===== config.mk =====
export PLATFORM = sky130hd
export DESIGN_NAME = cap_channel
export DESIGN_NICKNAME = d
export VERILOG_FILES = /design/src/rtl/cap_pkg.sv /design/src/rtl/cap_prescaler.sv /design/src/rtl/cap_edge_detect.sv /design/src/rtl/cap_latch.sv /design/src/rtl/cap_channel.sv
export SDC_FILE = /design/constraint.sdc
export NUM_CORES = 1
export LEC_CHECK = 0
export CORE_AREA = 2 2 72 126
export CTS_CLUSTER_DIAMETER = 50
export DETAILED_ROUTE_END_ITERATION = 16
export DIE_AREA = 0 0 74 128
export PLACE_DENSITY_LB_ADDON = 0.08
export SKIP_LAST_GASP = 1
export SYNTH_ARGS = -nofsm -noshare
export SYNTH_HDL_FRONTEND = slang
export SYNTH_SLANG_ARGS = --single-unit
export TNS_END_PERCENT = 30

===== constraint.sdc =====
create_clock -name clk -period 5.4 [get_ports clk]
set_clock_uncertainty 0.1 [all_clocks]
set_input_delay 1.08 -clock clk [delete_from_list [all_inputs] [get_ports clk]]
set_output_delay 1.08 -clock clk [all_outputs]
set_load 0.01 [all_outputs]

===== src/rtl/cap_pkg.sv =====
package cap_pkg;

    localparam int BYTE_W   = 8;
    localparam int CNT_W    = 2 * BYTE_W;
    localparam int PS_W     = 3;
    localparam int NUM_DIV  = 7;
    localparam int ADDR_W   = 2;
    localparam int SYNC_LEN = 2;

    typedef enum logic [ADDR_W-1:0] {
        ADDR_STAT   = 2'd0,
        ADDR_CAP_HI = 2'd1,
        ADDR_CAP_LO = 2'd2,
        ADDR_CLKSEL = 2'd3
    } reg_addr_e;

    typedef enum logic [1:0] {
        EDGE_OFF  = 2'b00,
        EDGE_RISE = 2'b01,
        EDGE_FALL = 2'b10,
        EDGE_ANY  = 2'b11
    } edge_sel_e;

    // Status/control byte as seen on the read port.
    typedef struct packed {
        logic       flag;
        logic       ie;
        logic [1:0] mode_zero;
        edge_sel_e  esel;
        logic [1:0] tail_zero;
    } stat_t;

    function automatic logic edge_hit(edge_sel_e sel, logic cur, logic prev);
        case (sel)
            EDGE_RISE: return cur & ~prev;
            EDGE_FALL: return ~cur & prev;
            EDGE_ANY:  return cur ^ prev;
            default:   return 1'b0;
        endcase
    endfunction

endpackage


===== src/rtl/cap_prescaler.sv =====
module cap_prescaler
    import cap_pkg::*;
#(
    parameter int P_PS_W   = PS_W,
    parameter int P_DIVS   = NUM_DIV,
    parameter int P_SYNC   = SYNC_LEN
) (
    input  logic              clk,
    input  logic              rst,
    input  logic [P_PS_W-1:0] ps,
    input  logic              ext_clk,
    output logic              tick
);
    localparam int DIV_W = (P_DIVS > 1) ? P_DIVS - 1 : 1;
    localparam logic [P_PS_W-1:0] EXT_SEL = P_PS_W'(P_DIVS);

    logic [DIV_W-1:0]  div_q;
    logic [P_DIVS-1:0] rate_tick;
    logic [P_SYNC:0]   ext_sh;
    logic              ext_tick;

    always_ff @(posedge clk) begin
        if (rst) div_q <= '0;
        else     div_q <= div_q + 1'b1;
    end

    // One tick source per divide ratio 2^g.
    for (genvar g = 0; g < P_DIVS; g++) begin : g_rate
        if (g == 0) begin : g_full
            assign rate_tick[g] = 1'b1;
        end else begin : g_div
            assign rate_tick[g] = &div_q[g-1:0];
        end
    end

    // External pin: synchronizer chain plus one previous-value stage.
    always_ff @(posedge clk) begin
        if (rst) ext_sh <= '0;
        else     ext_sh <= {ext_sh[P_SYNC-1:0], ext_clk};
    end

    assign ext_tick = ext_sh[P_SYNC-1] & ~ext_sh[P_SYNC];

    always_comb begin
        if (ps == EXT_SEL)            tick = ext_tick;
        else if (ps < EXT_SEL)        tick = rate_tick[ps];
        else                          tick = 1'b0;
    end

    AST_EXT_SINGLE_PULSE: assert property (@(posedge clk) disable iff (rst)
        (ps == EXT_SEL && tick) |=> !(ps == EXT_SEL && tick));

endmodule


===== src/rtl/cap_edge_detect.sv =====
module cap_edge_detect
    import cap_pkg::*;
#(
    parameter int P_SYNC = SYNC_LEN
) (
    input  logic      clk,
    input  logic      rst,
    input  logic      pin,
    input  edge_sel_e esel,
    output logic      hit
);
    logic [P_SYNC:0] pin_sh;

    always_ff @(posedge clk) begin
        if (rst) pin_sh <= '0;
        else     pin_sh <= {pin_sh[P_SYNC-1:0], pin};
    end

    assign hit = edge_hit(esel, pin_sh[P_SYNC-1], pin_sh[P_SYNC]);

    AST_OFF_SILENT: assert property (@(posedge clk) disable iff (rst)
        (esel == EDGE_OFF) |-> !hit);
    AST_RISE_LEVEL: assert property (@(posedge clk) disable iff (rst)
        (esel == EDGE_RISE && hit) |=> pin_sh[P_SYNC]);

endmodule


===== src/rtl/cap_latch.sv =====
module cap_latch
    import cap_pkg::*;
#(
    parameter int P_CNT_W = CNT_W
) (
    input  logic               clk,
    input  logic               rst,
    input  logic               hit,
    input  logic [P_CNT_W-1:0] count,
    input  logic               hi_rd,
    input  logic               lo_rd,
    output logic [P_CNT_W-1:0] cap
);
    logic [P_CNT_W-1:0] cap_q;
    logic [P_CNT_W-1:0] pval_q;
    logic               pend_q;
    logic               frozen_q;

    always_ff @(posedge clk) begin
        if (rst) begin
            cap_q    <= '0;
            pval_q   <= '0;
            pend_q   <= 1'b0;
            frozen_q <= 1'b0;
        end else begin
            if (lo_rd && frozen_q) begin
                frozen_q <= 1'b0;
                pend_q   <= 1'b0;
                if (hit)         cap_q <= count;
                else if (pend_q) cap_q <= pval_q;
            end else if (hit) begin
                if (frozen_q || hi_rd) begin
                    pend_q <= 1'b1;
                    pval_q <= count;
                end else begin
                    cap_q <= count;
                end
            end
            if (hi_rd) frozen_q <= 1'b1;
        end
    end

    assign cap = cap_q;

    AST_FROZEN_HOLD: assert property (@(posedge clk) disable iff (rst)
        ((frozen_q || hi_rd) && !lo_rd) |=> $stable(cap_q));
    AST_PENDING_APPLY: assert property (@(posedge clk) disable iff (rst)
        (frozen_q && lo_rd && pend_q && !hit) |=> (cap_q == $past(pval_q)));
    AST_LIVE_CAPTURE: assert property (@(posedge clk) disable iff (rst)
        (hit && !frozen_q && !hi_rd) |=> (cap_q == $past(count)));

endmodule


===== src/rtl/cap_channel.sv =====
module cap_channel
    import cap_pkg::*;
(
    input  logic                clk,
    input  logic                rst,
    input  logic                ext_clk,
    input  logic                cap_in,
    input  logic [ADDR_W-1:0]   bus_addr,
    input  logic                bus_rd,
    input  logic                bus_wr,
    input  logic [BYTE_W-1:0]   bus_wdata,
    output logic [BYTE_W-1:0]   bus_rdata,
    output logic                irq,
    output logic [CNT_W-1:0]    count_o
);
    reg_addr_e        addr;
    stat_t            wstat;
    stat_t            rstat;
    logic             tick;
    logic             hit;
    logic [CNT_W-1:0] count_q;
    logic [CNT_W-1:0] cap;
    logic [PS_W-1:0]  ps_q;
    logic             flag_q;
    logic             ie_q;
    logic             arm_q;
    edge_sel_e        esel_q;
    logic             hi_rd;
    logic             lo_rd;
    logic             stat_wr;
    logic             unused_wbits;

    assign addr    = reg_addr_e'(bus_addr);
    assign wstat   = stat_t'(bus_wdata);
    assign hi_rd   = bus_rd && addr == ADDR_CAP_HI;
    assign lo_rd   = bus_rd && addr == ADDR_CAP_LO;
    assign stat_wr = bus_wr && addr == ADDR_STAT;
    assign unused_wbits = ^{wstat.mode_zero, wstat.tail_zero};

    cap_prescaler #(.P_PS_W(PS_W), .P_DIVS(NUM_DIV), .P_SYNC(SYNC_LEN)) u_presc (
        .clk(clk), .rst(rst), .ps(ps_q), .ext_clk(ext_clk), .tick(tick)
    );

    cap_edge_detect #(.P_SYNC(SYNC_LEN)) u_edge (
        .clk(clk), .rst(rst), .pin(cap_in), .esel(esel_q), .hit(hit)
    );

    cap_latch #(.P_CNT_W(CNT_W)) u_latch (
        .clk(clk), .rst(rst), .hit(hit), .count(count_q),
        .hi_rd(hi_rd), .lo_rd(lo_rd), .cap(cap)
    );

    always_ff @(posedge clk) begin
        if (rst) begin
            count_q <= '0;
            ps_q    <= '0;
            flag_q  <= 1'b0;
            ie_q    <= 1'b0;
            arm_q   <= 1'b0;
            esel_q  <= EDGE_OFF;
        end else begin
            if (tick) count_q <= count_q + 1'b1;
            if (bus_rd && addr == ADDR_STAT && flag_q) arm_q <= 1'b1;
            if (stat_wr) begin
                ie_q   <= wstat.ie;
                esel_q <= wstat.esel;
                arm_q  <= 1'b0;
                if (arm_q && !wstat.flag) flag_q <= 1'b0;
            end
            if (bus_wr && addr == ADDR_CLKSEL) ps_q <= bus_wdata[PS_W-1:0];
            if (hit) flag_q <= 1'b1;
        end
    end

    always_comb begin
        rstat           = '0;
        rstat.flag      = flag_q;
        rstat.ie        = ie_q;
        rstat.esel      = esel_q;
        case (addr)
            ADDR_STAT:   bus_rdata = rstat;
            ADDR_CAP_HI: bus_rdata = cap[CNT_W-1:BYTE_W];
            ADDR_CAP_LO: bus_rdata = cap[BYTE_W-1:0];
            default:     bus_rdata = {{(BYTE_W-PS_W){1'b0}}, ps_q};
        endcase
    end

    assign irq     = flag_q & ie_q;
    assign count_o = count_q;

    AST_COUNT_STEP: assert property (@(posedge clk) disable iff (rst)
        tick |=> (count_q == $past(count_q) + 1'b1));
    AST_COUNT_HOLD: assert property (@(posedge clk) disable iff (rst)
        !tick |=> $stable(count_q));
    AST_FLAG_ON_CAPTURE: assert property (@(posedge clk) disable iff (rst)
        hit |=> flag_q);
    AST_WRITE_ONE_INERT: assert property (@(posedge clk) disable iff (rst)
        (stat_wr && !flag_q && !hit) |=> !flag_q);
    AST_UNARMED_KEEP: assert property (@(posedge clk) disable iff (rst)
        (flag_q && !arm_q && !(bus_rd && addr == ADDR_STAT)) |=> flag_q);

endmodule


==> impl_metrics.xml, run 1 <==
<?xml version="1.0" encoding="UTF-8"?>
<metrics>
  <group name="floorplan">
    <metric name="die_area" unit="sq um">9470</metric>
    <metric name="row_count" unit="">45</metric>
    <metric name="die_w" unit="um">74</metric>
    <metric name="fp.dieH" unit="um">128</metric>
    <metric name="io_pins" unit="">41</metric>
    <metric name="coreArea" unit="sq um">8500</metric>
    <metric name="effective_utilization_at_floorplan" unit="%">39.0</metric>
  </group>
  <group name="setup_path">
    <metric name="worst_reg_to_reg_path_cell_count" unit="">8</metric>
    <metric name="crit_path_max_incr_delay" unit="ns">0.78</metric>
    <metric name="timing.critical_path.cells" unit="">clkdlybuf4s50_1, inv_1, nor2_1, nand2_1, o21ai_0, clkdlybuf4s50_1</metric>
    <metric name="worstReg2RegStart" unit="">u_edge.pin_sh[1]</metric>
    <metric name="arrival" unit="ns">3.20</metric>
    <metric name="criticalPathCategory" unit="">in2out</metric>
    <metric name="beginning_of_the_critical_path" unit="">bus_addr[1]</metric>
    <metric name="startpoint_type" unit="">input port</metric>
    <metric name="crit_path_max_fanout" unit="">12</metric>
    <metric name="cp-endpoint" unit="">bus_rdata[6]</metric>
    <metric name="critical_path.reg2reg.endpoint" unit="">u_latch.cap[3]</metric>
    <metric name="timing.critical_path.slowest_stage_cell" unit="">sky130_fd_sc_hd__clkdlybuf4s50_1</metric>
    <metric name="cp_data_required_time" unit="ns">4.22</metric>
    <metric name="cp_common_cell" unit="">sky130_fd_sc_hd__clkdlybuf4s50_1</metric>
    <metric name="cp-end-kind" unit="">primary output</metric>
    <metric name="worst-r2r-setup-slack" unit="ns">2.50</metric>
  </group>
  <group name="finish">
    <metric name="final.fill_count" unit="">872</metric>
    <metric name="final_net_count" unit="">409</metric>
    <metric name="final_cell_mix" unit="">70 x sky130_fd_sc_hd__dfxtp_1, 39 x sky130_fd_sc_hd__nor2_1, 37 x sky130_fd_sc_hd__clkdlybuf4s50_1, 29 x sky130_fd_sc_hd__nand2_1, 28 x sky130_fd_sc_hd__mux2i_1</metric>
    <metric name="syn2layout_area_growth" unit="%">20.7</metric>
    <metric name="antennaDiodeCount" unit="">0</metric>
    <metric name="layout.area.seq" unit="sq um">1400</metric>
    <metric name="layout.cells.most_common" unit="">sky130_fd_sc_hd__dfxtp_1</metric>
    <metric name="multi_input_area" unit="sq um">1770</metric>
    <metric name="final_layout_size_suffix_gt1_share" unit="%">8.95</metric>
  </group>
  <group name="job">
    <metric name="timing.max_cap.violations" unit="">0</metric>
  </group>
  <group name="sta">
    <metric name="timing_worst_slew_pin_value" unit="ns">1.17</metric>
    <metric name="timing.final.crit_share" unit="%">81.2</metric>
    <metric name="drv_slew" unit="">0</metric>
    <metric name="hold_violations" unit="">0</metric>
    <metric name="layout_min_cycle_time" unit="ns">4.38</metric>
    <metric name="timing.fmax" unit="MHz">228</metric>
    <metric name="maxSlewHeadroom" unit="%">21.4</metric>
    <metric name="setup-tns-final" unit="ns">0</metric>
    <metric name="worst_hold_slack" unit="ns">0.344</metric>
    <metric name="setup-violations-final" unit="">0</metric>
    <metric name="unrepaired_setup_endpoints_after_global_routing" unit="">false</metric>
  </group>
  <group name="synth">
    <metric name="synthFlopType" unit="">sky130_fd_sc_hd__dfxtp_1</metric>
    <metric name="cell_area_synth" unit="sq um">3320</metric>
    <metric name="async_flop_share" unit="%">0</metric>
    <metric name="netlist_instances" unit="">361</metric>
    <metric name="synth-edff-count" unit="">0</metric>
    <metric name="share_of_synthesized_area_occupied_by_flip_flops_and_latches" unit="%">42.2</metric>
    <metric name="synth_area_per_cell" unit="sq um">9.19</metric>
    <metric name="synth.ff_latch_count" unit="">70</metric>
    <metric name="synth_area_leaders" unit="">sky130_fd_sc_hd__dfxtp_1 42%, sky130_fd_sc_hd__mux2i_1 8.4%, sky130_fd_sc_hd__a311oi_2 5.0%</metric>
    <metric name="synth_cell_type_count" unit="">46</metric>
    <metric name="synthDominantCellAreaShare" unit="%">42.2</metric>
    <metric name="synth_top_cell_by_area" unit="">sky130_fd_sc_hd__dfxtp_1</metric>
    <metric name="yosysWarnings" unit="">0</metric>
    <metric name="postSynthNetCount" unit="">382</metric>
  </group>
  <group name="clock_tree">
    <metric name="clk_latency" unit="ns">0.33</metric>
    <metric name="post_cts_resize_count" unit="">0</metric>
    <metric name="cts_tree" unit="">yes</metric>
    <metric name="ctsLongestPathBuffers" unit="">2</metric>
    <metric name="cts_buffers" unit="">9</metric>
    <metric name="cts_hold_buffers_added" unit="">0</metric>
    <metric name="clock_sinks" unit="">70</metric>
    <metric name="cts_post_setup_buffers_inserted" unit="">0</metric>
    <metric name="clkSlewWorstSetupHoldPaths" unit="ns">0.05</metric>
    <metric name="root_buffer_master" unit="">sky130_fd_sc_hd__clkbuf_16</metric>
    <metric name="ctsHtreeMaxLevel" unit="">3</metric>
  </group>
  <group name="placed_design">
    <metric name="routabilityCongestion" unit="">0.745</metric>
    <metric name="number_of_buffers_added_on_ports" unit="">38</metric>
    <metric name="hpwlAfterDp" unit="um">5650</metric>
  </group>
  <group name="global_route">
    <metric name="grt_first_pass_wirelength" unit="um">13500</metric>
    <metric name="vias_in_the_first_global_route" unit="">2639</metric>
    <metric name="grt_start_max_net_pins" unit="">50</metric>
    <metric name="grt_use_total" unit="%">18.8</metric>
    <metric name="grt_antenna_before_repair" unit="">0</metric>
    <metric name="overflow" unit="">0</metric>
  </group>
  <group name="route">
    <metric name="routed-via-count" unit="">2742</metric>
    <metric name="totalWireLength" unit="um">8410</metric>
    <metric name="routedWlPerCell" unit="um">16.5</metric>
    <metric name="antenna_left" unit="">0</metric>
    <metric name="detailedRoute.firstPassIterationCount" unit="">4</metric>
    <metric name="drc_errors" unit="">0</metric>
    <metric name="drt_first_iter_violations" unit="">124</metric>
    <metric name="drt-vias-per-instance" unit="">5.40</metric>
  </group>
  <group name="outcome">
    <metric name="outcome" unit="">finished, final reports clean</metric>
  </group>
  <group name="pwr">
    <metric name="power_per_cell_area" unit="nW/um^2">293</metric>
    <metric name="worst_voltage_drop_across_the_vdd_grid" unit="uV">157</metric>
    <metric name="p_leak" unit="uW">0.00127</metric>
  </group>
  <group name="min_path">
    <metric name="min_path_type" unit="">reg2reg</metric>
  </group>
</metrics>
per-layer routing:
metal  share of wire [%]  vias up  global-route usage (%)
met2                  51       47                    31.2
met3                 3.4       13                    3.30
met4                 2.9        0                    9.52
li1                    -     1368                       -
met5                   0        -                       0
met1                  43     1314                    22.6
cell type report:
cell class	count	area share [%]
clock buffer	12	5.90
clock inverter	2	0.874
inverter	6	0.562
multi-input combinational	260	44.1
sequential	70	35.0
tap	117	3.65
timing repair buffer	41	9.93
cells by family (layout without fill, tap and decap cells):
group	after synthesis	count (layout)	synth area share, %
AND/OR/NAND/NOR	157	157	23.3
flip-flops	70	70	42.2
AO/OA/AOI/OAI	62	62	16.9
multiplexers	31	31	9.80
buffers and inverters	31	61	4.52
adder cells (fa/ha/maj)	5	5	1.89
XOR/XNOR	5	5	1.32
how the worst min path moves through the flow:
| stage | start | endpoint | slack (ns) | cells after the start |
|---|---|---|---|---|
| 6_report | u_presc.ext_sh[0] | u_presc.ext_sh[1] | 0.34 | 1 |
| 3_3_place_gp | u_presc.ext_sh[0] | u_presc.ext_sh[1] | 0.34 | 1 |
| 3_5_place_dp | u_presc.ext_sh[0] | u_presc.ext_sh[1] | 0.34 | 1 |
| 2_1_floorplan | u_edge.pin_sh[0] | u_edge.pin_sh[1] | 0.31 | 1 |
| 4_1_cts | u_presc.ext_sh[0] | u_presc.ext_sh[1] | 0.35 | 1 |
| 5_1_grt | u_presc.ext_sh[0] | u_presc.ext_sh[1] | 0.36 | 1 |
state kept, by name, indices dropped and copies added, names as in the netlist:
name and count:
flag_q 1, u_latch.pval_q 16, u_latch.frozen_q 1, esel_q 2
u_presc.ext_sh 3, arm_q 1, ie_q 1, ps_q 3
count_o 16, u_latch.cap 16, u_edge.pin_sh 3, u_latch.pend_q 1
u_presc.div_q 6
critical path, delay by kind of cell:
family	cells	cell delay, ns
AOI/OAI and AO/OA	1	0.11
buffers and inverters	3	1.60
and+or+nand+nor	2	0.41
through the flow:
stage          setup WS [ns]  instance area, sq um  cells  total power [uW]  util, %
2_1_floorplan           2.28                  3320    361               601        -
3_3_place_gp            1.03                  3730    494               631     43.9
3_5_place_dp            1.01                  3730    494               632     43.9
4_1_cts                0.994                  4010    508              1190     47.1
5_1_grt                0.829                  4010    508              1220     47.1
6_report                1.02                  4010    508              1170     47.1
synth_stat cells, types with 2 or more instances:
cell type,instances
sky130_fd_sc_hd__a21oi_1,15
sky130_fd_sc_hd__a22o_1,2
sky130_fd_sc_hd__a311oi_1,6
sky130_fd_sc_hd__a311oi_2,11
sky130_fd_sc_hd__a31oi_1,2
sky130_fd_sc_hd__and2_1,2
sky130_fd_sc_hd__and3_1,3
sky130_fd_sc_hd__buf_1,3
sky130_fd_sc_hd__buf_2,6
sky130_fd_sc_hd__buf_6,3
sky130_fd_sc_hd__clkbuf_1,12
sky130_fd_sc_hd__dfxtp_1,70
sky130_fd_sc_hd__ha_1,5
sky130_fd_sc_hd__inv_1,6
sky130_fd_sc_hd__mux2_2,2
sky130_fd_sc_hd__mux2i_1,28
sky130_fd_sc_hd__nand2_1,29
sky130_fd_sc_hd__nand2b_1,3
sky130_fd_sc_hd__nand3_1,27
sky130_fd_sc_hd__nand3b_1,2
sky130_fd_sc_hd__nand4_1,3
sky130_fd_sc_hd__nor2_1,39
sky130_fd_sc_hd__nor2b_1,10
sky130_fd_sc_hd__nor3_1,19
sky130_fd_sc_hd__nor3b_1,3
sky130_fd_sc_hd__o21ai_0,11
sky130_fd_sc_hd__o31ai_1,6
sky130_fd_sc_hd__or2_1,2
sky130_fd_sc_hd__or3_1,6
sky130_fd_sc_hd__or4_1,6
sky130_fd_sc_hd__xor2_1,4
power breakdown:
| group | total [uW] | internal, uW | switching (uW) | leakage [uW] |
|---|---|---|---|---|
| clock | 554 | 352 | 202 | 0.000132 |
| combinational | 76.7 | 34.9 | 41.7 | 0.000571 |
| sequential | 543 | 528 | 15.0 | 0.000567 |
(Power assumes the default switching activity.)
==> inputs of run 2 (changes only) <==
==> constraint.sdc (replaced) <==
create_clock -name clk -period 3.74 [get_ports clk]
set_clock_uncertainty 0.1 [all_clocks]
set_input_delay 0.748 -clock clk [delete_from_list [all_inputs] [get_ports clk]]
set_output_delay 0.748 -clock clk [all_outputs]
set_load 0.01 [all_outputs]
==> run 2 against run 1 <==
Core utilization is 0.66 points higher. Clock power is 42% higher. Worst hold slack better by 0.0062 ns. First-iteration DRC count is 9.7% higher. Count of clock-buffer cells in the layout is 1 lower. Global-route usage is 0.51 points higher. Combinational power is 49% higher. Via count is 1.4% higher. Routed wire length is 1.4% lower. Largest power group unchanged. Flip-flop and latch count stayed put.
==> impl_metrics.xml, run 2 (same netlist as run 1, synthesis figures left out) <==
<?xml version="1.0" encoding="UTF-8"?>
<metrics>
  <group name="outcome">
    <metric name="outcome" unit="">finished, final reports clean</metric>
  </group>
  <group name="clock_tree">
    <metric name="ctsLongestPathBuffers" unit="">2</metric>
    <metric name="root_buffer_master" unit="">sky130_fd_sc_hd__clkbuf_16</metric>
    <metric name="cts_buffers" unit="">9</metric>
    <metric name="cts_post_setup_buffers_inserted" unit="">0</metric>
    <metric name="cts_hold_buffers_added" unit="">0</metric>
    <metric name="cts_tree" unit="">yes</metric>
    <metric name="post_cts_resize_count" unit="">0</metric>
    <metric name="clock_sinks" unit="">70</metric>
    <metric name="ctsHtreeMaxLevel" unit="">3</metric>
    <metric name="clkSlewWorstSetupHoldPaths" unit="ns">0.05</metric>
    <metric name="clk_latency" unit="ns">0.33</metric>
  </group>
  <group name="global_route">
    <metric name="grt_use_total" unit="%">19.3</metric>
    <metric name="vias_in_the_first_global_route" unit="">2759</metric>
    <metric name="grt_first_pass_wirelength" unit="um">14000</metric>
    <metric name="grt_start_max_net_pins" unit="">41</metric>
    <metric name="grt_antenna_before_repair" unit="">0</metric>
    <metric name="overflow" unit="">0</metric>
  </group>
  <group name="floorplan">
    <metric name="coreArea" unit="sq um">8500</metric>
    <metric name="effective_utilization_at_floorplan" unit="%">39.0</metric>
    <metric name="io_pins" unit="">41</metric>
    <metric name="die_w" unit="um">74</metric>
    <metric name="fp.dieH" unit="um">128</metric>
    <metric name="die_area" unit="sq um">9470</metric>
    <metric name="row_count" unit="">45</metric>
  </group>
  <group name="setup_path">
    <metric name="worst-r2r-setup-slack" unit="ns">1.09</metric>
    <metric name="criticalPathCategory" unit="">in2out</metric>
    <metric name="critical_path.reg2reg.endpoint" unit="">u_latch.cap[12]</metric>
    <metric name="crit_path_max_fanout" unit="">7</metric>
    <metric name="worst_reg_to_reg_path_cell_count" unit="">8</metric>
    <metric name="startpoint_type" unit="">input port</metric>
    <metric name="arrival" unit="ns">2.60</metric>
    <metric name="cp-end-kind" unit="">primary output</metric>
    <metric name="cp_data_required_time" unit="ns">2.89</metric>
    <metric name="worstReg2RegStart" unit="">u_edge.pin_sh[1]</metric>
  </group>
  <group name="pwr">
    <metric name="p_leak" unit="uW">0.00131</metric>
    <metric name="clock_power_share" unit="%">46.8</metric>
    <metric name="netSwitchingFraction" unit="%">23.4</metric>
    <metric name="worst_voltage_drop_across_the_vdd_grid" unit="uV">227</metric>
    <metric name="power_per_cell_area" unit="nW/um^2">415</metric>
    <metric name="relative_contribution_of_combinational_cells_to_total_power" unit="%">6.8</metric>
    <metric name="power_switching" unit="uW">394</metric>
    <metric name="sequential_share_of_power" unit="%">46.5</metric>
    <metric name="p_int" unit="uW">1290</metric>
  </group>
  <group name="placed_design">
    <metric name="hpwlAfterDp" unit="um">5830</metric>
    <metric name="routabilityCongestion" unit="">0.779</metric>
    <metric name="number_of_buffers_added_on_ports" unit="">38</metric>
    <metric name="place_inst" unit="">501</metric>
  </group>
  <group name="route">
    <metric name="routed-via-count" unit="">2781</metric>
    <metric name="drt-vias-per-instance" unit="">5.39</metric>
    <metric name="drc_errors" unit="">0</metric>
    <metric name="totalWireLength" unit="um">8290</metric>
    <metric name="detailedRoute.firstPassIterationCount" unit="">6</metric>
    <metric name="routedWlPerCell" unit="um">16.1</metric>
    <metric name="antenna_left" unit="">0</metric>
    <metric name="drt_first_iter_violations" unit="">136</metric>
  </group>
  <group name="min_path">
    <metric name="hp-start" unit="">u_presc.ext_sh[0]</metric>
    <metric name="min_path_type" unit="">reg2reg</metric>
    <metric name="holdPathStages" unit="">1</metric>
    <metric name="holdPathEnd" unit="">u_presc.ext_sh[1]</metric>
  </group>
  <group name="finish">
    <metric name="syn2layout_area_growth" unit="%">22.4</metric>
    <metric name="layout.cells.most_common" unit="">sky130_fd_sc_hd__dfxtp_1</metric>
    <metric name="final_net_count" unit="">416</metric>
    <metric name="core_util_final" unit="%">47.8</metric>
    <metric name="final_layout_size_suffix_gt1_share" unit="%">11.5</metric>
    <metric name="final_cell_mix" unit="">70 x sky130_fd_sc_hd__dfxtp_1, 39 x sky130_fd_sc_hd__nor2_1, 37 x sky130_fd_sc_hd__clkdlybuf4s50_1, 29 x sky130_fd_sc_hd__nand2_1, 28 x sky130_fd_sc_hd__mux2i_1</metric>
    <metric name="antennaDiodeCount" unit="">0</metric>
    <metric name="finish.cell_count_without_fillers" unit="">516</metric>
  </group>
  <group name="job">
    <metric name="timing.max_cap.violations" unit="">0</metric>
  </group>
  <group name="sta">
    <metric name="timing.fmax" unit="MHz">290</metric>
    <metric name="drv_slew" unit="">0</metric>
    <metric name="maxSlewHeadroom" unit="%">36.8</metric>
    <metric name="layout_min_cycle_time" unit="ns">3.45</metric>
    <metric name="timing.final.crit_share" unit="%">92.1</metric>
    <metric name="setup-violations-final" unit="">0</metric>
    <metric name="unrepaired_setup_endpoints_after_global_routing" unit="">false</metric>
    <metric name="setup-tns-final" unit="ns">0</metric>
    <metric name="hold_violations" unit="">0</metric>
    <metric name="timing_worst_slew_pin_value" unit="ns">0.945</metric>
  </group>
</metrics>
run 2: cell count changes in the layout (fill, tap and decap cells not counted), sizes merged:
| cell | change |
|---|---|
| clkinv | +2 |
| bufinv | -1 |
| clkinvlp | +1 |
| clkbuf | -1 |
| buf | +7 |
run 2: layout make-up:
class | count | area, sq um
repair buffers | 48 | 450
well taps | 117 | 146
clock buffers | 11 | 253
clock inverters | 4 | 22.5
multi-input cells | 260 | 1770
fillers | 859 | 4440
flip-flops and latches | 70 | 1400
inverters | 6 | 22.5
run 2: worst max-delay path, stage by stage:
cell	delay (ns)
sky130_fd_sc_hd__clkdlybuf4s50_1	0.63
sky130_fd_sc_hd__inv_1	0.18
sky130_fd_sc_hd__nor2_1	0.29
sky130_fd_sc_hd__nand2_1	0.08
sky130_fd_sc_hd__o21ai_0	0.09
sky130_fd_sc_hd__clkdlybuf4s50_1	0.56
run 2: worst max-delay path by stage:
stage	slack [ns]	to	start	cells after the start
2_1_floorplan	1.29	bus_rdata[4]	bus_addr[0]	3
3_3_place_gp	0.27	bus_rdata[6]	bus_addr[1]	6
3_5_place_dp	0.26	bus_rdata[6]	bus_addr[1]	6
4_1_cts	0.26	bus_rdata[6]	bus_addr[1]	6
5_1_grt	0.11	bus_rdata[6]	bus_addr[1]	6
6_report	0.29	bus_rdata[6]	bus_addr[1]	6
run 2: metal layers:
| layer | up-vias | share of wire [%] | wire length [um] | track usage [%] |
|---|---|---|---|---|
| li1 | 1382 | - | - | - |
| met1 | 1340 | 42 | 3470 | 22.1 |
| met2 | 47 | 53 | 4390 | 33.6 |
| met3 | 12 | 3.3 | 277 | 4.17 |
| met4 | 0 | 1.9 | 155 | 8.13 |
| met5 | - | 0 | 0 | 0 |
run 2: power groups by stage:
stage,sequential [uW],clock (uW),combinational [uW]
finish,783,788,114
global route,786,846,127
CTS,783,812,116
detailed placement,800,0,115
global placement,799,0,115
floorplan,793,0,74.5
run 2: metrics by stage:
stage | power (uW) | instance area (sq um) | hold WS [ns] | setup WS [ns]
6_report | 1690 | 4060 | 0.350 | 0.295
5_1_grt | 1760 | 4060 | 0.368 | 0.106
4_1_cts | 1710 | 4060 | 0.351 | 0.258
3_5_place_dp | 915 | 3790 | 0.328 | 0.264
3_3_place_gp | 914 | 3790 | 0.335 | 0.273
2_1_floorplan | 867 | 3320 | 0.314 | 1.29
==> inputs of run 3 (changes only) <==
--- a/config.mk
+++ b/config.mk
@@ -5,10 +5,11 @@
 export SDC_FILE = /design/constraint.sdc
 export NUM_CORES = 1
 export LEC_CHECK = 0
-export CORE_AREA = 2 2 72 126
+export CAP_MARGIN = 20
+export CORE_AREA = 2 2 68 134
 export CTS_CLUSTER_DIAMETER = 50
 export DETAILED_ROUTE_END_ITERATION = 16
-export DIE_AREA = 0 0 74 128
+export DIE_AREA = 0 0 70 136
 export PLACE_DENSITY_LB_ADDON = 0.08
 export SKIP_LAST_GASP = 1
 export SYNTH_ARGS = -nofsm -noshare
==> run 3 against run 2 <==
Worst hold slack worse by 0.0056 ns. Die area is 0.51% higher. Flip-flop and latch count stayed put. Via count is 2.1% lower. Total power is 5.5% higher. Fmax is 2.5% lower. Clock power is 11% higher. Cell area is 0.59% higher. First-iteration DRC count is 35% lower. Register-to-register slack better by 0.22 ns. Largest power group unchanged.
==> impl_metrics.xml, run 3 (same netlist as run 1, synthesis figures left out) <==
<?xml version="1.0" encoding="UTF-8"?>
<metrics>
  <group name="setup_path">
    <metric name="cp-end-kind" unit="">primary output</metric>
    <metric name="crit_path_max_fanout" unit="">7</metric>
    <metric name="criticalPathCategory" unit="">in2out</metric>
    <metric name="worst-r2r-setup-slack" unit="ns">1.31</metric>
    <metric name="worst_reg_to_reg_path_cell_count" unit="">8</metric>
    <metric name="arrival" unit="ns">2.69</metric>
    <metric name="critical_path.reg2reg.endpoint" unit="">u_latch.cap[14]</metric>
    <metric name="startpoint_type" unit="">input port</metric>
    <metric name="worstReg2RegStart" unit="">u_edge.pin_sh[2]</metric>
    <metric name="cp_data_required_time" unit="ns">2.89</metric>
    <metric name="beginning_of_the_critical_path" unit="">bus_addr[1]</metric>
  </group>
  <group name="finish">
    <metric name="final_layout_size_suffix_gt1_share" unit="%">11.5</metric>
    <metric name="layout.cells.most_common" unit="">sky130_fd_sc_hd__dfxtp_1</metric>
    <metric name="syn2layout_area_growth" unit="%">23.2</metric>
    <metric name="antennaDiodeCount" unit="">0</metric>
    <metric name="final_net_count" unit="">417</metric>
    <metric name="final_cell_mix" unit="">70 x sky130_fd_sc_hd__dfxtp_1, 39 x sky130_fd_sc_hd__nor2_1, 37 x sky130_fd_sc_hd__clkdlybuf4s50_1, 29 x sky130_fd_sc_hd__nand2_1, 28 x sky130_fd_sc_hd__mux2i_1</metric>
  </group>
  <group name="floorplan">
    <metric name="effective_utilization_at_floorplan" unit="%">38.9</metric>
    <metric name="io_pins" unit="">41</metric>
    <metric name="die_w" unit="um">70</metric>
    <metric name="row_count" unit="">48</metric>
    <metric name="coreArea" unit="sq um">8530</metric>
    <metric name="fp.dieH" unit="um">136</metric>
    <metric name="die_area" unit="sq um">9520</metric>
  </group>
  <group name="global_route">
    <metric name="grt_first_pass_wirelength" unit="um">14100</metric>
    <metric name="grt_antenna_before_repair" unit="">0</metric>
    <metric name="overflow" unit="">0</metric>
    <metric name="grt_use_total" unit="%">19.2</metric>
    <metric name="vias_in_the_first_global_route" unit="">2677</metric>
    <metric name="grt_start_max_net_pins" unit="">46</metric>
  </group>
  <group name="placed_design">
    <metric name="number_of_buffers_added_on_ports" unit="">38</metric>
    <metric name="hpwlAfterDp" unit="um">5910</metric>
    <metric name="routabilityCongestion" unit="">0.788</metric>
  </group>
  <group name="outcome">
    <metric name="outcome" unit="">finished, final reports clean</metric>
  </group>
  <group name="clock_tree">
    <metric name="clkSlewWorstSetupHoldPaths" unit="ns">0.05</metric>
    <metric name="clk_latency" unit="ns">0.33</metric>
    <metric name="clock_sinks" unit="">70</metric>
    <metric name="root_buffer_master" unit="">sky130_fd_sc_hd__clkbuf_16</metric>
    <metric name="cts_tree" unit="">yes</metric>
    <metric name="post_cts_resize_count" unit="">0</metric>
    <metric name="cts_buffers" unit="">9</metric>
    <metric name="ctsHtreeMaxLevel" unit="">3</metric>
    <metric name="cts_post_setup_buffers_inserted" unit="">0</metric>
    <metric name="ctsLongestPathBuffers" unit="">2</metric>
    <metric name="cts_hold_buffers_added" unit="">0</metric>
  </group>
  <group name="sta">
    <metric name="timing.fmax" unit="MHz">283</metric>
    <metric name="unrepaired_setup_endpoints_after_global_routing" unit="">false</metric>
    <metric name="setup-violations-final" unit="">0</metric>
    <metric name="hold_violations" unit="">0</metric>
    <metric name="timing_worst_slew_pin_value" unit="ns">0.966</metric>
    <metric name="maxSlewHeadroom" unit="%">35.4</metric>
    <metric name="layout_min_cycle_time" unit="ns">3.54</metric>
    <metric name="drv_slew" unit="">0</metric>
    <metric name="setup-tns-final" unit="ns">0</metric>
    <metric name="timing.final.crit_share" unit="%">94.5</metric>
  </group>
  <group name="route">
    <metric name="drc_errors" unit="">0</metric>
    <metric name="routed-via-count" unit="">2722</metric>
    <metric name="totalWireLength" unit="um">8480</metric>
    <metric name="drt_first_iter_violations" unit="">88</metric>
    <metric name="antenna_left" unit="">0</metric>
    <metric name="drt-vias-per-instance" unit="">5.43</metric>
    <metric name="detailedRoute.firstPassIterationCount" unit="">4</metric>
    <metric name="routedWlPerCell" unit="um">16.9</metric>
  </group>
  <group name="min_path">
    <metric name="holdPathStages" unit="">1</metric>
    <metric name="min_path_type" unit="">reg2reg</metric>
    <metric name="hp-start" unit="">u_presc.ext_sh[0]</metric>
    <metric name="holdPathEnd" unit="">u_presc.ext_sh[1]</metric>
  </group>
  <group name="pwr">
    <metric name="sequential_share_of_power" unit="%">44.1</metric>
    <metric name="netSwitchingFraction" unit="%">21.9</metric>
    <metric name="clock_power_share" unit="%">49.3</metric>
    <metric name="p_int" unit="uW">1390</metric>
    <metric name="power_per_cell_area" unit="nW/um^2">435</metric>
    <metric name="relative_contribution_of_combinational_cells_to_total_power" unit="%">6.6</metric>
    <metric name="power_switching" unit="uW">390</metric>
    <metric name="fin_total_pwr" unit="uW">1780</metric>
    <metric name="worst_voltage_drop_across_the_vdd_grid" unit="uV">273</metric>
    <metric name="p_leak" unit="uW">0.00133</metric>
  </group>
  <group name="job">
    <metric name="timing.max_cap.violations" unit="">0</metric>
  </group>
</metrics>
==> run 3: changes by cell type in the layout (fill, tap and decap cells not counted), sizes merged <==
cell | previous run | this run
clkbuf | 11 | 14
buf | 11 | 12
clkinvlp | 1 | 0
clkinv | 3 | 1
bufinv | 0 | 1
==> run 3: worst max path at each step <==
stage,endpoint,slack [ns],cells after the start
finish,bus_rdata[0],0.20,6
global route,bus_rdata[1],0.08,6
CTS,bus_rdata[0],0.19,6
detailed placement,bus_rdata[0],0.20,6
global placement,bus_rdata[0],0.26,6
floorplan,bus_rdata[4],1.29,3
==> run 3: per-stage QoR <==
stage	area, sq um	utilization [%]	setup slack, ns	std cells	hold WS (ns)
after floorplan	3320	-	1.29	361	0.314
after global placement	3770	44.2	0.256	485	0.334
after detailed placement	3770	44.2	0.203	485	0.333
after CTS	4090	47.9	0.190	501	0.352
after global routing	4090	47.9	0.0754	501	0.382
final	4090	47.9	0.205	501	0.345
==> run 3: routing by layer <==
layer,up-vias,share of wire [%],track usage (%)
li1,1377,-,-
met1,1285,41,22.0
met2,47,54,34.4
met3,13,3.1,3.34
met4,0,2.1,8.33
met5,-,0,0
==> run 3: layout make-up <==
class	count	area (sq um)
Clock buffer	14	274
Multi-Input combinational cell	260	1770
Tap cell	100	125
Fill cell	825	4440
Timing Repair Buffer	49	458
Inverter	6	22.5
Sequential cell	70	1400
Clock inverter	2	38.8
==> run 3: power by group through the flow <==
stage	Combinational [uW]	Clock (uW)	Sequential [uW]
6_report	117	877	784
3_5_place_dp	117	0	800
2_1_floorplan	74.5	0	793
5_1_grt	130	920	787
4_1_cts	118	895	784
3_3_place_gp	116	0	800
==> run 3: worst max-delay path, cell delays in order <==
cell and delay (ns):
sky130_fd_sc_hd__clkdlybuf4s50_1 0.54, sky130_fd_sc_hd__buf_4 0.23, sky130_fd_sc_hd__nor2b_1 0.35, sky130_fd_sc_hd__nand2_1 0.12
sky130_fd_sc_hd__o21ai_0 0.11, sky130_fd_sc_hd__clkdlybuf4s50_1 0.57
